--- config.mk ---
export PLATFORM = sky130hd
export DESIGN_NAME = exc_vector_dispatch
export DESIGN_NICKNAME = d
export VERILOG_FILES = /design/src/rtl/evd_pkg.sv /design/src/rtl/evd_fsm.sv /design/src/rtl/evd_capture.sv /design/src/rtl/evd_entry_addr.sv /design/src/rtl/evd_target_sel.sv /design/src/rtl/exc_vector_dispatch.sv
export SDC_FILE = /design/constraint.sdc
export NUM_CORES = 1
export LEC_CHECK = 0
export BUFFER_PORTS_ARGS = -buffer_cell sky130_fd_sc_hd__buf_2
export CELL_PAD_IN_SITES_DETAIL_PLACEMENT = 0
export CELL_PAD_IN_SITES_GLOBAL_PLACEMENT = 1
export CORE_MARGIN = 2
export CORE_UTILIZATION = 32
export DETAILED_ROUTE_END_ITERATION = 10
export PLACE_DENSITY_LB_ADDON = 0.1
export REMOVE_ABC_BUFFERS = 1
export SLEW_MARGIN = 10
export SYNTH_ARGS = -nofsm -noshare
export SYNTH_HDL_FRONTEND = slang
export SYNTH_HIERARCHICAL = 1
export SYNTH_SLANG_ARGS = --single-unit
--- constraint.sdc ---
create_clock -name clk -period 1.7 [get_ports clk]
set_input_delay 0.34 -clock clk [delete_from_list [all_inputs] [get_ports clk]]
set_output_delay 0.34 -clock clk [all_outputs]
set_load 0.05 [all_outputs]
--- src/rtl/evd_pkg.sv ---
package evd_pkg;

  typedef enum logic [2:0] {
    ST_IDLE = 3'd0,
    ST_EXEC = 3'd1,
    ST_MREQ = 3'd2,
    ST_MRSP = 3'd3,
    ST_WBK  = 3'd4
  } evd_state_e;

  localparam int STG_EX  = 0;
  localparam int STG_MEM = 1;
  localparam int STG_WB  = 2;
  localparam int STG_N   = 3;

  function automatic logic [STG_N-1:0] stage_of(input evd_state_e st);
    logic [STG_N-1:0] v;
    v = '0;
    case (st)
      ST_EXEC:          v[STG_EX]  = 1'b1;
      ST_MREQ, ST_MRSP: v[STG_MEM] = 1'b1;
      ST_WBK:           v[STG_WB]  = 1'b1;
      default:          v = '0;
    endcase
    return v;
  endfunction

endpackage

--- src/rtl/evd_fsm.sv ---
module evd_fsm
  import evd_pkg::*;
(
  input  logic       clk,
  input  logic       rst_n,
  input  logic       take_i,
  input  logic       req_hs_i,
  input  logic       rsp_valid_i,
  output evd_state_e state_o
);

  evd_state_e st_q, st_d;

  always_comb begin
    st_d = st_q;
    case (st_q)
      ST_IDLE: if (take_i)      st_d = ST_EXEC;
      ST_EXEC:                  st_d = ST_MREQ;
      ST_MREQ: if (req_hs_i)    st_d = ST_MRSP;
      ST_MRSP: if (rsp_valid_i) st_d = ST_WBK;
      ST_WBK:                   st_d = ST_IDLE;
      default:                  st_d = ST_IDLE;
    endcase
  end

  always_ff @(posedge clk) begin
    if (!rst_n) st_q <= ST_IDLE;
    else        st_q <= st_d;
  end

  assign state_o = st_q;

endmodule

--- src/rtl/evd_capture.sv ---
module evd_capture #(
  parameter int XLEN    = 32,
  parameter int CAUSE_W = 5
) (
  input  logic               clk,
  input  logic               rst_n,
  input  logic               take_i,
  input  logic [XLEN-1:0]    pc_i,
  input  logic [CAUSE_W-1:0] cause_i,
  output logic [XLEN-1:0]    pc_o,
  output logic [CAUSE_W-1:0] cause_o
);

  always_ff @(posedge clk) begin
    if (!rst_n) begin
      pc_o    <= '0;
      cause_o <= '0;
    end else if (take_i) begin
      pc_o    <= pc_i;
      cause_o <= cause_i;
    end
  end

endmodule

--- src/rtl/evd_entry_addr.sv ---
module evd_entry_addr #(
  parameter int              XLEN       = 32,
  parameter int              CAUSE_W    = 5,
  parameter logic [XLEN-1:0] TABLE_BASE = '0
) (
  input  logic               clk,
  input  logic               rst_n,
  input  logic               load_i,
  input  logic [CAUSE_W-1:0] cause_i,
  output logic [XLEN-1:0]    addr_o
);

  localparam int ENTRY_BYTES = XLEN / 8;
  localparam int ENTRY_SHIFT = $clog2(ENTRY_BYTES);

  logic [XLEN-1:0] cause_ext;
  logic [XLEN-1:0] offset;

  assign cause_ext = {{(XLEN-CAUSE_W){1'b0}}, cause_i};

  generate
    if (ENTRY_SHIFT == 0) begin : g_noscale
      assign offset = cause_ext;
    end else begin : g_scale
      assign offset = cause_ext << ENTRY_SHIFT;
    end
  endgenerate

  always_ff @(posedge clk) begin
    if (!rst_n)      addr_o <= '0;
    else if (load_i) addr_o <= TABLE_BASE + offset;
  end

endmodule

--- src/rtl/evd_target_sel.sv ---
module evd_target_sel #(
  parameter int              XLEN        = 32,
  parameter logic [XLEN-1:0] FALLBACK_PC = '0
) (
  input  logic            clk,
  input  logic            rst_n,
  input  logic            accept_i,
  input  logic            err_i,
  input  logic [XLEN-1:0] data_i,
  output logic [XLEN-1:0] target_o
);

  always_ff @(posedge clk) begin
    if (!rst_n)        target_o <= '0;
    else if (accept_i) target_o <= err_i ? FALLBACK_PC : data_i;
  end

endmodule

--- src/rtl/exc_vector_dispatch.sv ---
module exc_vector_dispatch
  import evd_pkg::*;
#(
  parameter int              XLEN        = 32,
  parameter int              CAUSE_W     = 5,
  parameter logic [XLEN-1:0] TABLE_BASE  = 32'h0000_0800,
  parameter logic [XLEN-1:0] FALLBACK_PC = 32'h0000_0100
) (
  input  logic               clk,
  input  logic               rst_n,
  input  logic               exc_valid_i,
  output logic               exc_ready_o,
  input  logic [CAUSE_W-1:0] exc_cause_i,
  input  logic [XLEN-1:0]    exc_pc_i,
  output logic               flush_o,
  output logic               fetch_hold_o,
  output logic [2:0]         uop_stage_o,
  output logic               rd_req_valid_o,
  input  logic               rd_req_ready_i,
  output logic [XLEN-1:0]    rd_addr_o,
  input  logic               rd_rsp_valid_i,
  input  logic [XLEN-1:0]    rd_rsp_data_i,
  input  logic               rd_rsp_err_i,
  output logic               pc_load_o,
  output logic [XLEN-1:0]    pc_value_o,
  output logic [XLEN-1:0]    saved_pc_o,
  output logic [CAUSE_W-1:0] saved_cause_o
);

  evd_state_e st;
  logic       take;
  logic       req_hs;
  logic       rsp_accept;

  assign exc_ready_o = (st == ST_IDLE);
  assign take        = exc_valid_i && exc_ready_o;
  assign req_hs      = rd_req_valid_o && rd_req_ready_i;
  assign rsp_accept  = (st == ST_MRSP) && rd_rsp_valid_i;

  evd_fsm u_fsm (
    .clk         (clk),
    .rst_n       (rst_n),
    .take_i      (take),
    .req_hs_i    (req_hs),
    .rsp_valid_i (rd_rsp_valid_i),
    .state_o     (st)
  );

  evd_capture #(.XLEN(XLEN), .CAUSE_W(CAUSE_W)) u_capture (
    .clk     (clk),
    .rst_n   (rst_n),
    .take_i  (take),
    .pc_i    (exc_pc_i),
    .cause_i (exc_cause_i),
    .pc_o    (saved_pc_o),
    .cause_o (saved_cause_o)
  );

  evd_entry_addr #(.XLEN(XLEN), .CAUSE_W(CAUSE_W), .TABLE_BASE(TABLE_BASE)) u_addr (
    .clk     (clk),
    .rst_n   (rst_n),
    .load_i  (st == ST_EXEC),
    .cause_i (saved_cause_o),
    .addr_o  (rd_addr_o)
  );

  evd_target_sel #(.XLEN(XLEN), .FALLBACK_PC(FALLBACK_PC)) u_target (
    .clk      (clk),
    .rst_n    (rst_n),
    .accept_i (rsp_accept),
    .err_i    (rd_rsp_err_i),
    .data_i   (rd_rsp_data_i),
    .target_o (pc_value_o)
  );

  assign flush_o        = (st == ST_EXEC);
  assign fetch_hold_o   = (st != ST_IDLE);
  assign rd_req_valid_o = (st == ST_MREQ);
  assign pc_load_o      = (st == ST_WBK);
  assign uop_stage_o    = stage_of(st);

endmodule

Yosys cells after proc, flatten, opt, wreduce, memory -nomap -nowiden
Cells that the tools add are included.
Widths: inputs -> output; s select.
Cells by class
  shift operators: 0
  add/sub/neg operators: 1
  bitwise operators: 0
  eq/ne operators: 7
  divide/modulo/power cells: 0
  multiplexer cells: 8
  multipliers: 0
  $lt $le $gt $ge: 0
  reductions and logical operators: 7
Operators with widths (number)
  $mux 32: 1
  $add 12x7->13 const A: 1
  $pmux 3 s4: 1
  $mux 3: 3
  $eq 3x2->1 const B: 2
  $ne 2x1->1 const B: 2
  $eq 3x1->1 const B: 1
  $eq 3x3->1 const B: 1
  $logic_and 1x1->1: 3
  $logic_not 3->1: 1
  $mux 1: 3
  $reduce_and 3->1: 1
  $reduce_bool 3->1: 1
  $ne 2x2->1 const B: 1
  $reduce_or 2->1: 1
Storage, ports and cells
  bits in latches: 0
  memories: 0
  output and inout bits: 109
  bits in writable memories: 0
  logic and storage cells: 28
  register bits after elaboration: 104
  input port bits: 75
  ROM bits: 0

Logic depth before layout (Yosys ltp)
Gate-level depths: netlist (run 1).
  word-level depth: 4
  depth in mapped cells: 5
  depth with buffers taken out: 4

Hierarchy
Netlist (run 1), hierarchy kept.
Modules (own cells, without submodules)
  evd_capture: times used 1, cells an instance 118, sequential area each 740.7 µm², area each 1425.1 µm²
  evd_target_sel: times used 1, cells an instance 140, sequential area each 640.6 µm², area each 1370.1 µm²
  evd_entry_addr: times used 1, cells an instance 45, sequential area each 120.1 µm², area each 419.2 µm²
  evd_fsm: times used 1, cells an instance 12, sequential area each 60.1 µm², area each 111.4 µm²
  exc_vector_dispatch: times used 1, cells an instance 11, sequential area each 0.0 µm², area each 83.8 µm²

Worst setup path before layout (run 1)
Ideal clock, no wire load.
  path type: register -> output
  start: register u_fsm.st_q[0], in the netlist u_fsm/state_o[0]
  end: output port uop_stage_o[0]
  path buffers: 1
  cell stages (with the launch flop): 3
  slack: -836 ps
  required time: 1360 ps
  arrival time: 2196 ps
  path through: dfxtp_1 -> nor3b_1 -> buf_4
On the way
  word-level cells in the longest chain between the ends: 2
Ends and longest elaborated chain
  start, declared: line evd_fsm.sv:12  | evd_state_e st_q, st_d;
  start signal, assigned: line evd_fsm.sv:28  | else st_q <= st_d;
  $eq 3x1->1
  named net flush_o: line exc_vector_dispatch.sv:15  | output logic flush_o,
  $mux 1: line evd_pkg.sv:19  | case (st)
  end, declared: line exc_vector_dispatch.sv:17  | output logic [2:0] uop_stage_o,
The timed path passes the listed nets, and every way through them passes these cells.

Worst setup path in the final report (run 1)
  start: register u_fsm.st_q[0], in the netlist u_fsm/state_o[0]
  end: output port fetch_hold_o
On the way
  word-level cells in the longest chain between the ends: 1
Ends and longest elaborated chain
  $reduce_bool 3->1: line exc_vector_dispatch.sv:77  | assign fetch_hold_o = (st != ST_IDLE);
  end, declared: line exc_vector_dispatch.sv:16  | output logic fetch_hold_o,
No other way between the ends.

==> results.yml, run 1 <==
global_route:
  grt_pass1_vias: 2431
  grt_overflow_total: 0
  grt_max_degree: 40
  grt_first_pass_wirelength_um: 12000
  grt_usage_pct: 13.3
  antenna_found_initial: 0
finish:
  antenna_cells: 0
  fin_util_pct: 43.8
  fill_cells: 1035
  area_growth_pct: 32.7
  final_nets: 562
  final_cell_area_mm2: 0.00452
  drive_gt1_share_pct: 46.5
  regArea_mm2: 0.00157
  multi_input_area_mm2: 0.00158
timing:
  finClkSkew_ns: 0.00961
  tns_ns: 0
  fin_crit_ns: 1.69
  finalSetupViolCount: 0
  fmax_mhz: 591
  min_period_over_period_pct: 99.5
  finalHoldViolCount: 0
  drv_slew: 0
  rsz0062_at_grt: "true"
  hold_slack_ns: 0.230
  worst_slack_ns: 0.00910
placed_design:
  routabilityCongestion: 0.717
  place_ws_ns: 0.117
  place_hpwl_um: 5720
  port_buffers: 157
  placed_area_mm2: 0.00422
route:
  via_per_inst: 4.20
  wl_per_cell_um: 12.5
  wirelength_um: 7880
  drt_iter0_markers: 72
  vias: 2638
  dr.pass1.iters: 4
  drtAntennaViolNets: 0
  drc: 0
floorplan:
  rows: 37
  die_y_um: 107
  io_pins: 184
  core_mm2: 0.0103
  die_width_um: 107
  dieArea_mm2: 0.0115
  initial_core_util_pct: 33.0
worst_setup_path:
  rrSetupSlack_ns: 0.17
  end_kind: "primary output"
  worstPathArrival_ns: 1.35
  cp_max_fo: 5
  cp-start-kind: "flip-flop"
  crit_required_ns: 1.36
  path_class: "reg2out"
yosys:
  yosys_warnings: 6
  synth_edf_count: 0
  syn_area_per_cell_um2: 10.5
  synthCells: 326
  yosysMostFrequentCell: "dfxtp_1"
  synth_common_cells: "dfxtp_1 (78), nor2b_1 (44), mux2i_1 (42), nand2_1 (31), nand3b_1 (31)"
  ys_ff_latch: 78
  post-synth-top-area-cell: "dfxtp_1"
  synthArstFlopShare_pct: 0
  netlist_area_mm2: 0.00341
  ys.flop_type: "dfxtp_1"
  post_synth_num_cell_types: 28
  yosys-top-cells-area: "dfxtp_1 (46%), mux2i_1 (12%), nor2b_1 (8.1%)"
  yosysTopAreaCellShare_pct: 45.8
  ys_seq_area_share_pct: 45.8
pwr:
  p_leak_nw: 2.16
  p_clk_share_pct: 28.7
  seq_power_share_pct: 40.8
  powerDensity_mw_per_mm2: 1100
  p_sw_mw: 1.76
  intPower_mw: 3.21
  vdd.ir_drop.worst_v: 0.000370
  p_sw_share_pct: 35.4
  comb_power_share_pct: 30.5
cts:
  clockBufferDepth: 2
  ctsHtreeMaxLevel: 3
  numCtsBuffers: 9
  insertion_delay_ns: 0.34
  clkTransAtPathRegs_ns: 0.08
  cts_root_buf: "clkbuf_8"
  tritoncts: "yes"
  clock_sink_count: 78
min_path:
  hold_path_class: "in2reg"
outcome:
  status: "finished clean"
flow_run:
  maxCapViolCount: 0
==> power by group through the flow <==
| stage | Clock (mW) | Sequential, mW | Combinational [mW] |
|---|---|---|---|
| CTS | 1.50 | 2.03 | 1.52 |
| detailed placement | 0 | 2.07 | 1.45 |
| floorplan | 0 | 2.46 | 0.716 |
| finish | 1.42 | 2.03 | 1.52 |
| global route | 1.58 | 2.05 | 1.60 |
| global placement | 0 | 2.06 | 1.44 |
==> worst paths after layout <==
path | from | endpoint | cells after the start
setup / recovery | u_fsm/state_o[0] | fetch_hold_o | 3
hold / removal | rd_rsp_data_i[23] | u_target/target_o[23] | 3
setup reg to reg | u_fsm/state_o[1] | u_capture/pc_o[30] | 4
hold reg to reg | u_addr/addr_o[11] | u_addr/addr_o[11] | 1
==> worst max-delay path, cell delays in order, from the launching register on <==
cell     delay (ns)
dfxtp_4        0.37
buf_6          0.13
or3_4          0.36
buf_8          0.16
==> logic make-up after synthesis <==
| group | count (synthesis) | share of synthesized area (%) |
|---|---|---|
| compound gates | 35 | 8.84 |
| buf+inv | 49 | 11.5 |
| flops | 78 | 45.8 |
| mux | 42 | 12.3 |
| other cells | 1 | 0.110 |
| simple gates | 121 | 21.4 |
==> per-stage QoR <==
stage	power (mW)	instances
global placement	3.51	610
global route	5.23	628
finish	4.97	628
floorplan	3.18	302
detailed placement	3.52	610
CTS	5.05	628
==> sequential cells by signal (all words and copies together), names as in the netlist <==
signal	flops
u_capture/pc_o	32
u_target/target_o	32
u_addr/addr_o	6
u_capture/cause_o	5
u_fsm/state_o	3
==> repair_timing <==
item	in CTS	in global routing
hold buffers	0	0
setup endpoints to repair	7	6
setup buffers	2	0
gates resized for setup	19	5
pin swaps	1	2
==> area by class of cell <==
class	count	share of cell area, %
clock buffers	11	3.35
multi-input cells	224	35.0
well taps	136	3.76
clock inverters	5	1.27
repair buffers	174	21.9
flip-flops and latches	78	34.7
==> layer usage <==
metal	track usage, %	part of all wire (%)
met4	4.45	1.1
met1	17.0	45
met2	20.2	44
met5	0	0
met3	5.65	10
==> cells in the final DEF (no fill, tap or decap), types with 2 or more instances in the layout <==
| master | count |
|---|---|
| nand2_1 | 31 |
| buf_4 | 16 |
| buf_12 | 3 |
| dfxtp_1 | 75 |
| conb_1 | 26 |
| nor2b_1 | 44 |
| dfxtp_4 | 2 |
| buf_6 | 4 |
| a211oi_1 | 2 |
| nor2_1 | 2 |
| clkinvlp_4 | 3 |
| nor3b_4 | 2 |
| o21ai_2 | 30 |
| buf_2 | 150 |
| mux2i_1 | 42 |
| clkbuf_8 | 11 |
| nand3b_1 | 31 |
| nand2b_1 | 2 |
(Power assumes the default switching activity.)
==> inputs of run 2 (changes only) <==
--- a/config.mk
+++ b/config.mk
@@ -9,12 +9,11 @@
 export CELL_PAD_IN_SITES_DETAIL_PLACEMENT = 0
 export CELL_PAD_IN_SITES_GLOBAL_PLACEMENT = 1
 export CORE_MARGIN = 2
-export CORE_UTILIZATION = 32
+export CORE_UTILIZATION = 30
 export DETAILED_ROUTE_END_ITERATION = 10
 export PLACE_DENSITY_LB_ADDON = 0.1
 export REMOVE_ABC_BUFFERS = 1
 export SLEW_MARGIN = 10
 export SYNTH_ARGS = -nofsm -noshare
 export SYNTH_HDL_FRONTEND = slang
-export SYNTH_HIERARCHICAL = 1
 export SYNTH_SLANG_ARGS = --single-unit
==> run 2 against run 1 <==
Net effect: count of clock-buffer cells in the layout stayed put; synthesized cell count is 16% higher; sequential cell count stayed put; critical endpoint is now uop_stage_o[0]; clock skew is 0.00068 ns higher; register-to-register slack worse by 0.05 ns; first-iteration DRC count is 86% higher; final cell count is 6.2% higher; critical path depth stayed put; routed wire length is 3.9% higher; non-clock buffer count is 1 lower; sequential share of layout area is 1.9 points higher; worst setup slack worse by 0.0087 ns.
==> results.yml, run 2 <==
pwr:
  power_mw: 4.16
  p_leak_nw: 1.96
  vdd.ir_drop.worst_v: 0.000349
  powerDensity_mw_per_mm2: 968
finish:
  fin_cells: 667
  reg_top3: "u_capture.pc_o (32), u_target.target_o (32), u_addr.addr_o (6)"
  area_growth_pct: 34.0
  final_nets: 601
  antenna_cells: 0
  final_cell_mix: "buf_2 (151), dfxtp_1 (75), nand2_1 (68)"
  drive_gt1_share_pct: 39.0
  final_common_cell: "buf_2"
  final_cell_area_mm2: 0.00429
  fin_util_pct: 41.6
flow_run:
  maxCapViolCount: 0
floorplan:
  core_mm2: 0.0103
  die_width_um: 107
  die_y_um: 107
  initial_core_util_pct: 31.0
  dieArea_mm2: 0.0115
  io_pins: 184
  rows: 37
timing:
  finalSetupViolCount: 0
  finClkSkew_ns: 0.0103
  fin_crit_ns: 1.70
  min_period_over_period_pct: 100
  hold_slack_ns: 0.209
  finalHoldViolCount: 0
  tns_ns: 0
  fmax_mhz: 588
  worst_slack_ns: 0.000397
  drv_slew: 0
  rsz0062_at_grt: "true"
cts:
  clock_sink_count: 78
  cts_root_buf: "clkbuf_8"
  clkTransAtPathRegs_ns: 0.09
  numCtsBuffers: 9
  insertion_delay_ns: 0.34
  cts_hold_buf: 0
  clockBufferDepth: 2
  ctsHtreeMaxLevel: 3
  tritoncts: "yes"
route:
  route.met3.wl_um: 778
  drt_iter0_markers: 134
  wl_per_cell_um: 12.3
  wirelength_um: 8190
  vias: 2949
  drc: 0
  topRoutingLayerUsed: "met4"
  dr.pass1.iters: 4
  dr_wl_met2_um: 3550
  drtAntennaViolNets: 0
  via_per_inst: 4.42
  drt-met1-wl_um: 3760
yosys:
  netlist_area_mm2: 0.00320
  yosysMostFrequentCell: "dfxtp_1"
  ys_ff_latch: 78
  yosys-mux-area-fraction_pct: 0.313
  yosys.area_share.xor_xnor_pct: 0
  post_synth_num_cell_types: 25
  yosys-top-cells-area: "dfxtp_1 (49%), nand2_1 (8.0%), buf_4 (7.7%)"
  synthAdderAreaFrac_pct: 0
  post-synth-top-area-cell: "dfxtp_1"
  ys_seq_area_share_pct: 48.7
  synth_edf_count: 0
  syn_area_per_cell_um2: 8.45
  synth_compound_area_share_pct: 12.2
  ys.flop_type: "dfxtp_1"
  yosys.area_share.simple_pct: 26.2
  synthCells: 379
  yosysTopAreaCellShare_pct: 48.8
  synth_top_family_by_area: "simple AND/OR/NAND/NOR gates"
  yosys_warnings: 0
  synth_common_cells: "dfxtp_1 (78), nand2_1 (68), o21ai_0 (48), nand3_1 (47), buf_4 (33)"
  synthArstFlopShare_pct: 0
global_route:
  antenna_found_initial: 0
  grt_overflow_total: 0
  grt_pass1_vias: 2710
  grt_first_pass_wirelength_um: 12800
  grt_usage_pct: 13.8
  grt_max_degree: 75
min_path:
  min_from: "exc_pc_i[14]"
  holdPathEnd: "u_capture.pc_o[14]"
  hold_path_class: "in2reg"
  hold_depth: 3
worst_setup_path:
  reg2regPathDepth: 5
  crit_required_ns: 1.36
  worstPathArrival_ns: 1.36
  r2r-end: "u_target.target_o[12]"
  path_class: "reg2out"
  end_kind: "primary output"
  cp-startpoint: "u_fsm.state_o[2]"
  rr_startpoint: "u_fsm.state_o[2]"
  cp-start-kind: "flip-flop"
  rrSetupSlack_ns: 0.12
  cp_max_fo: 5
placed_design:
  place_hpwl_um: 5550
  post-place-cells: 647
  place_ws_ns: 0.121
  routabilityCongestion: 0.703
  placed_area_mm2: 0.00400
  port_buffers: 157
outcome:
  status: "finished clean"
## run 2: worst max path at each step
stage | cells past startpoint | to | slack [ns]
after floorplan | 2 | u_capture.cause_o[0] | -1.92
after global placement | 3 | flush_o | 0.14
after detailed placement | 3 | flush_o | 0.12
after CTS | 3 | flush_o | -0.02
after global routing | 3 | flush_o | -0.05
final | 3 | uop_stage_o[0] | 0.0004
## run 2: cells by family after synthesis
kind of cell	after synthesis
other cells	1
buf+inv	65
compound gates	78
simple gates	156
flops	78
mux	1
## run 2: metal layers
layer  vias up  track usage, %
li1       1512               -
met1      1313            18.1
met2       113            21.1
met3        11            5.02
met4         0            4.76
met5         -               0
## run 2: worst max-delay path, cell delays in order (launching register included)
cell and delay, ns:
dfxtp_4 0.36, or3b_4 0.41, inv_4 0.09, buf_8 0.14
## run 2: area by class of cell
| type | instances | area [um2] |
|---|---|---|
| clock buffers | 11 | 141 |
| clock inverters | 5 | 35.0 |
| fillers | 1096 | 6030 |
| inverters | 3 | 13.8 |
| multi-input cells | 261 | 1370 |
| flip-flops and latches | 78 | 1570 |
| well taps | 136 | 170 |
| repair buffers | 173 | 996 |
## run 2: where the power goes
group	leakage (nW)	switching [mW]	internal, mW
clock	0.0776	0.703	0.568
sequential	0.637	0.0372	1.91
combinational	1.25	0.693	0.248
## run 2: repair_timing
action / CTS / global route
gates resized for setup: 24 / 4
setup buffers: 4 / 0
endpoints found under the setup margin: 7 / 6
pin swaps: 2 / 1
hold endpoints to repair: 0 / 0
==> inputs of run 3 (changes only) <==
--- a/config.mk
+++ b/config.mk
@@ -5,11 +5,12 @@
 export SDC_FILE = /design/constraint.sdc
 export NUM_CORES = 1
 export LEC_CHECK = 0
+export ABC_AREA = 1
 export BUFFER_PORTS_ARGS = -buffer_cell sky130_fd_sc_hd__buf_2
 export CELL_PAD_IN_SITES_DETAIL_PLACEMENT = 0
 export CELL_PAD_IN_SITES_GLOBAL_PLACEMENT = 1
 export CORE_MARGIN = 2
-export CORE_UTILIZATION = 30
+export CORE_UTILIZATION = 31
 export DETAILED_ROUTE_END_ITERATION = 10
 export PLACE_DENSITY_LB_ADDON = 0.1
 export REMOVE_ABC_BUFFERS = 1
==> run 3 against run 2 <==
Net effect: die area grew 2.5%; clock power is 9% higher; combinational power is 130% higher; maximum frequency grew 3.9%; routed wire length grew 12%.
==> results.yml, run 3 <==
worst_setup_path:
  end_kind: "primary output"
  rrSetupSlack_ns: 0.28
  cp_max_fo: 5
  reg2regPathDepth: 6
  slowest_stage: "dfxtp_2"
  path_class: "reg2out"
  rr_startpoint: "u_fsm.state_o[1]"
  crit_path_cell_trace: "nor2_4 > nand2_1 > inv_1 > buf_2"
  crit_path_max_incr_delay_ns: 0.36
  crit_required_ns: 1.36
  worstPathArrival_ns: 1.30
  cp-start-kind: "flip-flop"
  r2r-end: "u_target.target_o[5]"
min_path:
  hold_path_class: "in2reg"
  min_from: "exc_pc_i[17]"
  holdPathEnd: "u_capture.pc_o[17]"
  hold_depth: 3
route:
  dr.pass1.iters: 4
  drtAntennaViolNets: 0
  wl_per_cell_um: 13.4
  via_per_inst: 4.58
  vias: 3145
  wirelength_um: 9180
  drc: 0
  drt_iter0_markers: 194
cts:
  tritoncts: "yes"
  ctsHtreeMaxLevel: 3
  clockBufferDepth: 2
  clock_sink_count: 78
  numCtsBuffers: 9
  clkTransAtPathRegs_ns: 0.09
  insertion_delay_ns: 0.35
  post_cts_buffers: 0
  cts_hold_buf: 0
  cts_root_buf: "clkbuf_8"
yosys:
  yosysTopAreaCellShare_pct: 46.0
  ys.flop_type: "dfxtp_1"
  yosysMostFrequentCell: "nand2_1"
  netlist_area_mm2: 0.00340
  synthArstFlopShare_pct: 0
  synth_common_cells: "nand2_1 (86), dfxtp_1 (78), a21oi_1 (54), buf_4 (37), nand4_1 (31)"
  yosys-top-cells-area: "dfxtp_1 (46%), nand2_1 (9.5%), buf_4 (8.2%)"
  syn_area_per_cell_um2: 8.58
  ys_ff_latch: 78
  synth_edf_count: 0
  post-synth-top-area-cell: "dfxtp_1"
  synthCells: 396
  post_synth_num_cell_types: 21
  ys_seq_area_share_pct: 46.0
  yosys_warnings: 0
outcome:
  status: "finished clean"
finish:
  reg_top3: "u_capture.pc_o (32), u_target.target_o (32), u_addr.addr_o (6)"
  drive_gt1_share_pct: 43.0
  final_common_cell: "buf_2"
  final_cell_mix: "buf_2 (152), nand2_1 (86), dfxtp_1 (76)"
  fin_util_pct: 40.7
  final_cell_area_mm2: 0.00438
  fin_cells: 686
  final_nets: 617
  area_growth_pct: 28.9
  antenna_cells: 0
pwr:
  p_leak_nw: 1.97
  powerDensity_mw_per_mm2: 1300
  vdd.ir_drop.worst_v: 0.000467
global_route:
  grt_overflow_total: 0
  grt_pass1_vias: 2871
  grt_usage_pct: 15.3
  grt_first_pass_wirelength_um: 14200
  grt_max_degree: 43
  antenna_found_initial: 0
timing:
  rsz0062_at_grt: "true"
  finalHoldViolCount: 0
  min_period_over_period_pct: 96.2
  finalSetupViolCount: 0
  hold_slack_ns: 0.234
  drv_slew: 0
  finClkSkew_ns: 0.0119
  worst_slack_ns: 0.0638
  fin_crit_ns: 1.64
  fmax_mhz: 611
floorplan:
  core_mm2: 0.0107
  die_width_um: 109
  io_pins: 184
  initial_core_util_pct: 31.6
  rows: 38
  dieArea_mm2: 0.0118
  die_y_um: 109
placed_design:
  routabilityCongestion: 0.701
  place_ws_ns: 0.243
  port_buffers: 157
  place_hpwl_um: 6280
  post-place-cells: 671
  placed_area_mm2: 0.00416
flow_run:
  maxCapViolCount: 0
[run 3: kinds of logic after synthesis]
logic type	Yosys count	share of synthesized area, %
other	1	0.110
AND/OR/NAND/NOR	170	26.5
AO/OA/AOI/OAI	76	13.6
flip-flops	78	46.0
buffers and inverters	71	13.8
[run 3: repair_timing]
| item | in CTS | in global routing |
|---|---|---|
| pin swaps | 0 | 0 |
| cloned | 0 | 0 |
| resized for setup | 6 | 5 |
| endpoints found under the setup margin | 6 | 4 |
[run 3: stage by stage]
step | power, mW | TNS, ns
after global placement | 4.34 | 0
after floorplan | 3.70 | -14.99
final | 5.69 | 0
after CTS | 5.76 | -0.109
after global routing | 6.01 | -0.0474
after detailed placement | 4.35 | 0
[run 3: worst max-delay path, delay by kind of cell, from the launching register on]
family	cells	cell delay, ns
buffers and inverters	2	0.32
flip-flops	1	0.36
AND/OR/NAND/NOR	2	0.26
[run 3: power by group]
group / switching, mW / total, mW / leakage, nW / internal (mW)
Combinational: 1.66 / 2.21 / 1.24 / 0.544
Sequential: 0.105 / 2.11 / 0.635 / 2.00
Clock: 0.669 / 1.38 / 0.0952 / 0.706
[run 3: layer usage]
layer / GRT usage [%] / wire length, um / part of all wire [%]
met5: 0 / 0 / 0
met4: 6.32 / 126 / 1.4
met3: 5.92 / 945 / 10
met2: 22.4 / 3940 / 43
met1: 20.2 / 4160 / 45
[run 3: cell type report]
class	count	area, um2
Sequential cell	78	1560
Timing Repair Buffer	170	937
Clock inverter	4	47.5
Clock buffer	11	141
Inverter	11	48.8
Multi-Input combinational cell	272	1460
Fill cell	1163	6370
Tap cell	140	175
[run 3: worst max path at each step]
stage          cells past startpoint                   end              from  slack (ns)
2_1_floorplan                      2             pc_load_o  u_fsm.state_o[2]       -1.18
3_3_place_gp                       6  u_target.target_o[5]  u_fsm.state_o[0]        0.27
3_5_place_dp                       6  u_target.target_o[5]  u_fsm.state_o[0]        0.24
4_1_cts                            4               flush_o  u_fsm.state_o[1]       -0.06
5_1_grt                            4               flush_o  u_fsm.state_o[1]       -0.02
6_report                           4        rd_req_valid_o  u_fsm.state_o[2]        0.06
